--- src/rtl/dx_pkg.sv ---
package dx_pkg;
  localparam int unsigned OPC_W   = 6;
  localparam int unsigned FUNCT_W = 6;

  localparam logic [OPC_W-1:0] OP_RTYPE = 6'd0;
  localparam logic [OPC_W-1:0] OP_ADDI  = 6'd8;
  localparam logic [OPC_W-1:0] OP_ADDIU = 6'd9;
  localparam logic [OPC_W-1:0] OP_SLTI  = 6'd10;
  localparam logic [OPC_W-1:0] OP_SLTIU = 6'd11;
  localparam logic [OPC_W-1:0] OP_ORI   = 6'd13;
  localparam logic [OPC_W-1:0] OP_LUI   = 6'd15;

  localparam logic [FUNCT_W-1:0] FN_ADD  = 6'd32;
  localparam logic [FUNCT_W-1:0] FN_ADDU = 6'd33;
  localparam logic [FUNCT_W-1:0] FN_SUBU = 6'd35;

  typedef enum logic [2:0] {
    ALU_ADD, ALU_SUB, ALU_SLT, ALU_SLTU, ALU_OR, ALU_PASS
  } alu_op_e;

  typedef enum logic [1:0] {
    IMM_SIGN, IMM_ZERO, IMM_UPPER
  } imm_kind_e;

  typedef struct packed {
    logic      legal;
    logic      use_imm;
    logic      dest_rd;
    logic      trap_ovf;
    alu_op_e   op;
    imm_kind_e imm_kind;
  } ctrl_t;
endpackage

--- src/rtl/dx_ctrl.sv ---
module dx_ctrl
  import dx_pkg::*;
(
  input  logic [OPC_W-1:0]   opc_i,
  input  logic [FUNCT_W-1:0] funct_i,
  input  logic               shamt_zero_i,
  output ctrl_t              ctrl_o
);
  always_comb begin
    ctrl_o = '0;
    case (opc_i)
      OP_RTYPE: begin
        if (shamt_zero_i) begin
          case (funct_i)
            FN_ADD: begin
              ctrl_o.legal = 1'b1; ctrl_o.dest_rd = 1'b1;
              ctrl_o.trap_ovf = 1'b1; ctrl_o.op = ALU_ADD;
            end
            FN_ADDU: begin
              ctrl_o.legal = 1'b1; ctrl_o.dest_rd = 1'b1;
              ctrl_o.op = ALU_ADD;
            end
            FN_SUBU: begin
              ctrl_o.legal = 1'b1; ctrl_o.dest_rd = 1'b1;
              ctrl_o.op = ALU_SUB;
            end
            default: ctrl_o = '0;
          endcase
        end
      end
      OP_ADDI: begin
        ctrl_o.legal = 1'b1; ctrl_o.use_imm = 1'b1; ctrl_o.trap_ovf = 1'b1;
        ctrl_o.op = ALU_ADD; ctrl_o.imm_kind = IMM_SIGN;
      end
      OP_ADDIU: begin
        ctrl_o.legal = 1'b1; ctrl_o.use_imm = 1'b1;
        ctrl_o.op = ALU_ADD; ctrl_o.imm_kind = IMM_SIGN;
      end
      OP_SLTI: begin
        ctrl_o.legal = 1'b1; ctrl_o.use_imm = 1'b1;
        ctrl_o.op = ALU_SLT; ctrl_o.imm_kind = IMM_SIGN;
      end
      OP_SLTIU: begin
        // sign-extend first, compare unsigned afterwards
        ctrl_o.legal = 1'b1; ctrl_o.use_imm = 1'b1;
        ctrl_o.op = ALU_SLTU; ctrl_o.imm_kind = IMM_SIGN;
      end
      OP_ORI: begin
        ctrl_o.legal = 1'b1; ctrl_o.use_imm = 1'b1;
        ctrl_o.op = ALU_OR; ctrl_o.imm_kind = IMM_ZERO;
      end
      OP_LUI: begin
        ctrl_o.legal = 1'b1; ctrl_o.use_imm = 1'b1;
        ctrl_o.op = ALU_PASS; ctrl_o.imm_kind = IMM_UPPER;
      end
      default: ctrl_o = '0;
    endcase
  end
endmodule

--- src/rtl/dx_imm_ext.sv ---
module dx_imm_ext
  import dx_pkg::*;
#(
  parameter int unsigned XLEN  = 32,
  parameter int unsigned IMM_W = 16
) (
  input  logic [IMM_W-1:0] imm_i,
  input  imm_kind_e        kind_i,
  output logic [XLEN-1:0]  ext_o
);
  localparam int unsigned PAD_W = XLEN - IMM_W;

  always_comb begin
    case (kind_i)
      IMM_SIGN:  ext_o = {{PAD_W{imm_i[IMM_W-1]}}, imm_i};
      IMM_ZERO:  ext_o = {{PAD_W{1'b0}}, imm_i};
      IMM_UPPER: ext_o = {imm_i, {PAD_W{1'b0}}};
      default:   ext_o = '0;
    endcase
  end
endmodule

--- src/rtl/dx_alu.sv ---
module dx_alu
  import dx_pkg::*;
#(
  parameter int unsigned XLEN = 32
) (
  input  logic [XLEN-1:0] a_i,
  input  logic [XLEN-1:0] b_i,
  input  alu_op_e         op_i,
  output logic [XLEN-1:0] res_o,
  output logic            add_ovf_o
);
  localparam int unsigned MSB = XLEN - 1;

  logic [XLEN-1:0] sum, diff;
  logic            lt_s, lt_u;

  assign sum  = a_i + b_i;
  assign diff = a_i - b_i;
  assign lt_u = a_i < b_i;
  assign lt_s = $signed(a_i) < $signed(b_i);

  // operands agree in sign, sum does not
  assign add_ovf_o = (op_i == ALU_ADD) && (a_i[MSB] == b_i[MSB]) && (sum[MSB] != a_i[MSB]);

  always_comb begin
    case (op_i)
      ALU_ADD:  res_o = sum;
      ALU_SUB:  res_o = diff;
      ALU_SLT:  res_o = {{(XLEN-1){1'b0}}, lt_s};
      ALU_SLTU: res_o = {{(XLEN-1){1'b0}}, lt_u};
      ALU_OR:   res_o = a_i | b_i;
      ALU_PASS: res_o = b_i;
      default:  res_o = '0;
    endcase
  end
endmodule

--- src/rtl/dx_exec_unit.sv ---
module dx_exec_unit
  import dx_pkg::*;
#(
  parameter int unsigned XLEN      = 32,
  parameter int unsigned REG_IDX_W = 5,
  parameter int unsigned IMM_W     = 16
) (
  input  logic [XLEN-1:0]      instr_i,
  input  logic [XLEN-1:0]      rs_val_i,
  input  logic [XLEN-1:0]      rt_val_i,
  output logic [XLEN-1:0]      wb_data_o,
  output logic [REG_IDX_W-1:0] wb_idx_o,
  output logic                 wb_en_o,
  output logic                 ovf_o,
  output logic                 illegal_o
);
  localparam int unsigned OPC_LSB = XLEN - OPC_W;
  localparam int unsigned RT_LSB  = OPC_LSB - 2*REG_IDX_W;
  localparam int unsigned RD_LSB  = RT_LSB - REG_IDX_W;
  localparam int unsigned SH_W    = RD_LSB - FUNCT_W;

  logic [OPC_W-1:0]     opc;
  logic [REG_IDX_W-1:0] rt_idx, rd_idx;
  logic [SH_W-1:0]      shamt;
  logic [FUNCT_W-1:0]   funct;
  logic [IMM_W-1:0]     imm;
  ctrl_t                ctrl;
  logic [XLEN-1:0]      imm_ext, opnd_b, alu_res;
  logic                 alu_ovf, ovf_hit;

  assign opc    = instr_i[XLEN-1:OPC_LSB];
  assign rt_idx = instr_i[RT_LSB+REG_IDX_W-1:RT_LSB];
  assign rd_idx = instr_i[RD_LSB+REG_IDX_W-1:RD_LSB];
  assign shamt  = instr_i[RD_LSB-1:FUNCT_W];
  assign funct  = instr_i[FUNCT_W-1:0];
  assign imm    = instr_i[IMM_W-1:0];

  dx_ctrl u_ctrl (
    .opc_i        (opc),
    .funct_i      (funct),
    .shamt_zero_i (shamt == '0),
    .ctrl_o       (ctrl)
  );

  dx_imm_ext #(.XLEN(XLEN), .IMM_W(IMM_W)) u_imm (
    .imm_i  (imm),
    .kind_i (ctrl.imm_kind),
    .ext_o  (imm_ext)
  );

  assign opnd_b = ctrl.use_imm ? imm_ext : rt_val_i;

  dx_alu #(.XLEN(XLEN)) u_alu (
    .a_i       (rs_val_i),
    .b_i       (opnd_b),
    .op_i      (ctrl.op),
    .res_o     (alu_res),
    .add_ovf_o (alu_ovf)
  );

  assign ovf_hit   = ctrl.legal & ctrl.trap_ovf & alu_ovf;
  assign wb_idx_o  = ctrl.dest_rd ? rd_idx : rt_idx;
  assign wb_data_o = ctrl.legal ? alu_res : '0;
  assign ovf_o     = ovf_hit;
  assign illegal_o = ~ctrl.legal;
  assign wb_en_o   = ctrl.legal & ~ovf_hit & (wb_idx_o != '0);
endmodule

--- config.mk ---
export PLATFORM = sky130hd
export DESIGN_NAME = dx_exec_unit
export DESIGN_NICKNAME = d
export VERILOG_FILES = /design/src/rtl/dx_pkg.sv /design/src/rtl/dx_ctrl.sv /design/src/rtl/dx_imm_ext.sv /design/src/rtl/dx_alu.sv /design/src/rtl/dx_exec_unit.sv
export SDC_FILE = /design/constraint.sdc
export NUM_CORES = 1
export LEC_CHECK = 0
export ABC_CLOCK_PERIOD_IN_PS = 20100
export BUFFER_PORTS_ARGS = -buffer_cell sky130_fd_sc_hd__buf_2
export CAP_MARGIN = 20
export CORE_UTILIZATION = 60
export DETAILED_ROUTE_END_ITERATION = 7
export PLACE_DENSITY = 0.86
export SLEW_MARGIN = 20
export SYNTH_ARGS = -nofsm -noshare
export SYNTH_HDL_FRONTEND = slang
export SYNTH_HIERARCHICAL = 1
export SYNTH_SLANG_ARGS = --single-unit
--- constraint.sdc ---
create_clock -name vclk -period 20.1
set_input_delay 5.025 -clock vclk [all_inputs]
set_output_delay 5.025 -clock vclk [all_outputs]
set_load 0.02 [all_outputs]
# == Word level (Yosys, flattened, before mapping) ==
# Cells that the tools add are included.
# totals
output_inout_bits,40
latch_bits,0
mem_count,0
ramBits,0
regBits,0
rom_bits,0
elab_cells,51
input_bits,96
# op_classes
n_addsub,2
order_cmp,2
mux,13
n_eq_ne,18
n_reduce_logical,9
div_mod_pow,0
mul,0
bitwise_logic,7
shift,0
# ops
cell,n
32-bit one-hot mux with 6 select lines,1
32-bit one-hot mux with 3 select lines,1
32-bit < comparator,2
32-bit two-way mux,2
"6-bit by 4-bit == test with 1-bit output, second input constant",6
32-bit adder,1
32-bit bitwise OR,1
32-bit subtractor,1
5-bit one-hot mux with 5 select lines,1
"6-bit == test, second input constant",3
9-bit two-way mux,1
"3-bit by 2-bit == test with 1-bit output, second input constant",2
"3-bit == test, second input constant",2
6-bit logical NOT,1
6-bit OR reduction,1
5-bit logical NOT,1
5-bit two-way mux,1
5-bit nonzero test,1
1-bit bitwise AND,4
1-bit two-way mux,4
2-bit one-hot mux with 2 select lines,1
"3-bit by 1-bit == test with 1-bit output, second input constant",1
3-bit logical NOT,1
3-bit OR reduction,1
other kinds (8),10

# == Longest topological paths before layout ==
# Gate-level depths: netlist of the first run.
# depth
word_depth,15
mapped_depth,22
ltp_nobuf,19

# == By module ==
# Netlist of the first run, hierarchy kept.
# modules_own_cells
module,seq_area_each_um2,cells_per_inst,area_per_inst_um2,n_inst
dx_alu,0.0,766,4997.3,1
dx_exec_unit,0.0,85,724.4,1
dx_imm_ext,0.0,54,339.1,1
dx_ctrl,0.0,24,156.4,1

# == Worst setup path before layout of the first run ==
# Ideal clock, no wire load.
# synth_timing
kind,in2out
start,input instr_i[31]
end,output wb_en_o
path_slack_ns,6.139
path_buffers,3
cell_stages,22
arrival_ns,8.936
required_ns,15.075
cell_sequence,nor2_2 -> and4_1 -> and2_1 -> nand2b_4 -> buf_6 -> buf_8 -> a21oi_2 -> mux2_1 -> inv_1 -> ha_1 -> buf_2 -> inv_1 -> o31ai_1 -> a21oi_1 -> o311a_1 -> nor3_1 -> o21ai_0 -> nand3b_1 -> xnor2_1 -> nor4_1 -> and3_1 -> a211oi_1
# synth_lines
element,line_no,rtl
start: declaration,dx_exec_unit.sv:8,"input logic [XLEN-1:0] instr_i,"
end: declaration,dx_exec_unit.sv:13,"output logic wb_en_o,"

==> summary by stage, run 1 <==
Detailed routing
For this run, design rule violations remaining after detail routing come to 0. The count of routing violations after the opening detailed-route iteration is just under 700. The count of antenna-violating nets left after detailed routing is 0.

The detailed router put a total of 8.71 mm of wire on met1. The total routed wirelength is 19.7 mm. The met2 routed wirelength is 8.44 mm. The detailed-route vias per instance is 6.27. The final route contains 7165 vias. After detailed routing, the average wire length per cell comes to 17.3 um. The number of iterations in the first detailed-routing pass is 6. The total length of routed met3 wires is approximately 1.9 mm.

The top routing layer in use is met4.

Finish
In the finished layout, the clock tree contains a buffer count of 0. The register area is 0 um2. The number of nets in the finished design is 1204. The fraction of layout cells with a size suffix above 1 is 17.9%.

The repair_antennas step left the layout with diodes totalling 0. In the layout the commonest cells are sky130_fd_sc_hd__buf_2 (131), sky130_fd_sc_hd__inv_1 (102), sky130_fd_sc_hd__ha_1 (95). The area added between synthesis and finish is 9.94%. The library cell used most frequently in the layout, excluding fill and tap cells, is sky130_fd_sc_hd__buf_2. Sequential cells placed in the final layout were counted as 0. The post-layout instance area is approximately 0.0068 mm2.

Yosys
The mean instance size in the synthesized netlist is 6.69 um2. The number of nets handed over by synthesis was 1122. The cell area that synthesis handed to floorplanning was 0.00622 mm2.

The number of warnings issued by yosys is 6. The post-synthesis sequential area ratio is 0%. Counting distinct cell types in the post-synthesis netlist gives 88. After technology mapping, the gate count stands at between 900 and 1000.

STA
The normalized max-slew margin is between 20% and 30%. The achievable clock frequency is approximately 0.064 GHz. The slew of the pin with the lowest slew margin is 1070 ps. The final hold violation count is 0. Setup repair after global routing left no endpoint under its margin. The count of pins over their slew limit is 0. Setup violations remaining at the end of the flow were counted as 0.

Counting I/O delays and the setup requirement, the final critical path takes ~16000 ps. The fraction of the cycle the final worst path needs is 78.3%. Once routing completed, OpenROAD measured the worst setup slack at 4360 ps. The final sum of negative setup slack is 0 ps.

Placement
The congestion estimate from routability-driven global placement came to 0.958. Prior to clock tree synthesis, the placed netlist has a worst setup slack of around 4600 ps. The wire-length estimate of the detail-placed layout is between 15 and 20 mm.

The total of buffers placed on input and output ports is 131. The placement-stage cell area is a little under 0.007 mm2.

Die
From left edge to right edge, the die measures 104 um. The placement row count is 36. During I/O placement, the number of pins put on the boundary was between 100 and 150. The starting utilization of the core area is roughly 63%. The floorplan step defined a die boundary enclosing 0.0108 mm2. The die height is 104 um. The area inside the core boundary is 0.00991 mm2.

Worst hold path
The class of the worst hold path is in -> out.

Power and ir drop
The worst-case IR drop observed on VDD is ~0.017 mV. The sum of internal, switching and leakage power is 0.193 mW. Power spread over the standard cell area amounts to between 20 and 30 mW/mm2.

For this design the static power due to leakage is 3.32 nW.

Worst setup path
STA classifies the critical path startpoint as an input port. The critical path data required time is 15070 ps. The data arrival time of the worst path is 10720 ps.

The worst setup path is captured at a primary output. The worst setup path is of the in -> out kind. The largest fanout of any net on the critical path is 31.

Run status
The run finished with clean final reports.

Global routing
Entering global routing, the biggest net connects between 50 and 60 pins. Global routing consumed, over all layers together, 35.2% of the routing resources. The first global-routing pass estimated 31.7 mm of wire. The total overflow left after global routing is 0. The number of antenna violations at the first check in global routing is 0. The via count of the first global-routing pass is roughly 6500.

Clocking
The post-CTS repair timing setup buffer count is 0. After clock tree synthesis, the repair step resized 0 gates. The hold buffer count at cts is 0.

Run
Max-cap violations in this run came to 0.
==> worst max-delay path, stage by stage <==
cell and delay [ps]:
sky130_fd_sc_hd__buf_2 100, sky130_fd_sc_hd__nor2_2 200, sky130_fd_sc_hd__and4_1 210, sky130_fd_sc_hd__buf_4 310, sky130_fd_sc_hd__and2_1 900, sky130_fd_sc_hd__nand2b_4 450, sky130_fd_sc_hd__a21oi_2 80, sky130_fd_sc_hd__mux2_1 390
sky130_fd_sc_hd__inv_1 100, sky130_fd_sc_hd__ha_1 320, sky130_fd_sc_hd__or4_1 660, sky130_fd_sc_hd__nor2_1 180, sky130_fd_sc_hd__nand3_1 130, sky130_fd_sc_hd__a311oi_1 490, sky130_fd_sc_hd__o21ai_0 210, sky130_fd_sc_hd__o311ai_1 210
sky130_fd_sc_hd__nand2b_1 140, sky130_fd_sc_hd__o211ai_1 110, sky130_fd_sc_hd__a31oi_1 120, sky130_fd_sc_hd__and2_1 190, sky130_fd_sc_hd__buf_2 160
==> per-stage QoR <==
step                instances  util (%)  hold WS, ps
floorplan                 929         -        10220
global placement         1141      68.8        10390
detailed placement       1141      68.8        10390
CTS                      1141      68.8        10400
global route             1142      69.0        10420
finish                   1142      69.0        10400
==> per-layer routing <==
metal	vias up	track usage, %
met5	-	0
met4	0	12.8
met3	51	3.15
met2	422	55.1
met1	3266	49.9
li1	3426	-
==> synth_stat cells, drive strengths merged, types with 13 or more instances <==
master	n	area, um2
a21oi	101	547
mux2	38	439
nor2	87	329
nor3	20	110
inv	103	387
a211oi	14	110
buf	26	164
nand2b	19	126
o21ai	45	225
ha	95	1190
nor2b	25	159
xnor2	21	184
and2	35	219
clkbuf	31	116
a31oi	16	106
nand3	13	65.1
nand2	61	229
==> cells by family after synthesis <==
| group | count (synthesis) | synth area share (%) |
|---|---|---|
| AO/OA/AOI/OAI | 285 | 30.2 |
| XOR/XNOR | 25 | 3.52 |
| adder cells (fa/ha/maj) | 97 | 19.8 |
| buffers and inverters | 161 | 10.8 |
| multiplexers | 49 | 9.24 |
| AND/OR/NAND/NOR | 312 | 26.4 |
==> worst paths after layout <==
check / from / endpoint / slack, ps / cells past startpoint
min: instr_i[16] / wb_idx_o[0] / 10400 / 3
max: instr_i[31] / wb_data_o[0] / 4360 / 21
==> final cells by class <==
class / instances / area (um2)
fillers: 905 / 3070
well taps: 133 / 166
inverters: 104 / 390
multi-input cells: 768 / 5570
repair buffers: 137 / 708
==> power by group <==
| part | internal [mW] | leakage [nW] | switching (mW) |
|---|---|---|---|
| registers | 0 | 0 | 0 |
| clock network | 0 | 0 | 0 |
| logic | 0.0777 | 3.32 | 0.115 |
(Power assumes the default switching activity.)
==> inputs of run 2 (changes only) <==
--- a/config.mk
+++ b/config.mk
@@ -5,12 +5,12 @@
 export SDC_FILE = /design/constraint.sdc
 export NUM_CORES = 1
 export LEC_CHECK = 0
-export ABC_CLOCK_PERIOD_IN_PS = 20100
+export ABC_CLOCK_PERIOD_IN_PS = 12800
 export BUFFER_PORTS_ARGS = -buffer_cell sky130_fd_sc_hd__buf_2
 export CAP_MARGIN = 20
-export CORE_UTILIZATION = 60
+export CORE_UTILIZATION = 53
 export DETAILED_ROUTE_END_ITERATION = 7
-export PLACE_DENSITY = 0.86
+export PLACE_DENSITY = 0.8
 export SLEW_MARGIN = 20
 export SYNTH_ARGS = -nofsm -noshare
 export SYNTH_HDL_FRONTEND = slang
==> constraint.sdc (replaced) <==
create_clock -name vclk -period 12.8
set_input_delay 3.2 -clock vclk [all_inputs]
set_output_delay 3.2 -clock vclk [all_outputs]
set_load 0.02 [all_outputs]
==> summary by stage, run 2 (synthesized netlist as in run 1, its figures left out) <==
Finish
The count of sequential standard cells is 0. In the final layout, the share of cells above drive strength 1 is 18.2%. Leaving out fill and tap cells, the most frequent cell in the layout is sky130_fd_sc_hd__buf_2. For this run, the post-layout net count is 1207.

The register area is 0 um2. The count of inserted antenna diode cells is 0. Measured on the finished design, the core utilization comes to 60.2%. In the layout the commonest cells are sky130_fd_sc_hd__buf_2 (131), sky130_fd_sc_hd__inv_1 (102), sky130_fd_sc_hd__ha_1 (95). The clock buffers instantiated in the layout total 0. The area added between synthesis and finish is 10.5%. The finished cells cover roughly 0.0069 mm2.

Detailed routing
The post-detailed-route DRC marker count is 0. Dividing the detail-routed wire length by the instance count gives 17.1 um. Once detail routing completed, the nets flagged for antenna violations numbered 0. The detailed-route vias per instance is 6.15. The total routed wirelength is 19.8 mm. Detailed routing inserted a total of 7101 vias. The number of iterations in the first detailed-routing pass is 7. The detailed router finished its first iteration with between 700 and 800 violations.

Die
The starting utilization of the core area is 54.4%. The number of top-level design ports is around 140. The area inside the core boundary is 0.0114 mm2. The die covers ~0.012 mm2. The die height is 110 um. The floorplan has 39 rows. The die outline width is 110 um.

Placement
Input and output buffers added on the ports amount to ~130. The placement-stage cell area is approximately 0.007 mm2. The congestion estimate from routability-driven global placement came to 1.02. The post-DP HPWL is 15.5 mm.

Power and ir drop
The leakage power summed over all cells is about 3.3 nW. The maximum resistive drop on vdd is 0.0202 mV. The total power density per cell area is 44.0 mW/mm2.

Power comes to 0.302 mW.

STA
Setup violations remaining at the end of the flow were counted as 0. Measured against its own limit, the worst slew margin works out to 52.7%. The shortest period the worst path allows is 11510 ps.

The final sum of negative setup slack is 0 ps. The final hold violation count came to 0. The count of pins over their slew limit is 0. The fraction of the cycle the final worst path needs is 89.9%. Setup repair after global routing left no endpoint under its margin. At the pin with the least slew margin, the transition time is approximately 710 ps. The achievable clock frequency is 0.0869 GHz.

Clocking
The post-CTS repair timing setup buffer count is 0. After clock tree synthesis, the repair step resized 0 gates. Buffers inserted to repair hold after CTS numbered 0.

Global routing
The number of antenna violations at the first check in global routing was 0. After global routing the overflow that remains totals 0. The wire length of the first global-routing pass is 30.5 mm.

The pin count of the biggest net entering global routing is slightly above 70. The via count of the first global-routing pass came to just over 6000. The global router's overall resource usage is 31.6%.

Worst setup path
The critical path start-end classification is in -> out. The critical path data required time is approximately 9600 ps. The worst setup path is launched from an input port. The most critical setup path has its startpoint at instr_i[31]. The largest fanout of any net on the critical path is 31.

The most critical setup path has its endpoint at wb_data_o[0]. The data arrival time of the worst path is 8310 ps. STA classifies the critical path endpoint as a primary output.

Run
Across the run, the number of max-cap violations was 0.

Worst hold path
The class of the worst hold path is in -> out.

Run status
The flow ran to the end, and the final reports show no timing, DRC or antenna violations.
[run 2: changes by cell type in the layout (fill, tap and decap cells not counted), sizes merged]
cell,before,now
buf,137,140
[run 2: final cells by class]
| type | count | area (um2) |
|---|---|---|
| inverters | 104 | 390 |
| multi-input cells | 768 | 5570 |
| well taps | 143 | 179 |
| fillers | 1116 | 4550 |
| repair buffers | 140 | 731 |
[run 2: per-layer routing]
layer	vias to the layer above	routed length (um)	global-route usage, %
li1	3430	-	-
met1	3194	8660	44.0
met2	424	8580	50.2
met3	53	1870	3.59
met4	0	649	10.7
met5	-	0	0
[run 2: stage by stage]
step | hold WS (ps) | instances | setup WS, ps
final | 6750 | 1155 | 1290
after global placement | 6740 | 1154 | 1460
after global routing | 6780 | 1155 | 994
after floorplan | 6570 | 929 | 2490
after detailed placement | 6740 | 1154 | 1450
after CTS | 6750 | 1154 | 1430
[run 2: critical path, stage by stage]
cell	delay, ps
sky130_fd_sc_hd__buf_2	100
sky130_fd_sc_hd__nor2_2	200
sky130_fd_sc_hd__and4_1	230
sky130_fd_sc_hd__buf_4	310
sky130_fd_sc_hd__and2_1	170
sky130_fd_sc_hd__buf_4	300
sky130_fd_sc_hd__nand2b_4	340
sky130_fd_sc_hd__a21oi_2	80
sky130_fd_sc_hd__mux2_1	390
sky130_fd_sc_hd__inv_1	100
sky130_fd_sc_hd__ha_1	320
sky130_fd_sc_hd__or4_1	680
sky130_fd_sc_hd__nor2_1	190
sky130_fd_sc_hd__nand3_1	120
sky130_fd_sc_hd__a311oi_1	490
sky130_fd_sc_hd__o21ai_0	210
sky130_fd_sc_hd__o311ai_1	180
sky130_fd_sc_hd__nand2b_1	130
sky130_fd_sc_hd__o211ai_1	100
sky130_fd_sc_hd__a31oi_1	100
sky130_fd_sc_hd__and2_1	190
sky130_fd_sc_hd__buf_2	160
[run 2: worst min path at each step]
stage	depth (start not counted)	endpoint	slack (ps)	start
after floorplan	1	wb_idx_o[2]	6570	instr_i[13]
after global placement	3	wb_idx_o[1]	6740	instr_i[17]
after detailed placement	3	wb_idx_o[1]	6740	instr_i[17]
after CTS	3	wb_idx_o[1]	6750	instr_i[17]
after global routing	3	wb_idx_o[1]	6780	instr_i[17]
final	3	wb_idx_o[1]	6750	instr_i[17]
[run 2: power by group]
group / leakage [nW] / switching [mW] / total [mW] / internal [mW]
Sequential: 0 / 0 / 0 / 0
Clock: 0 / 0 / 0 / 0
Combinational: 3.33 / 0.180 / 0.302 / 0.122
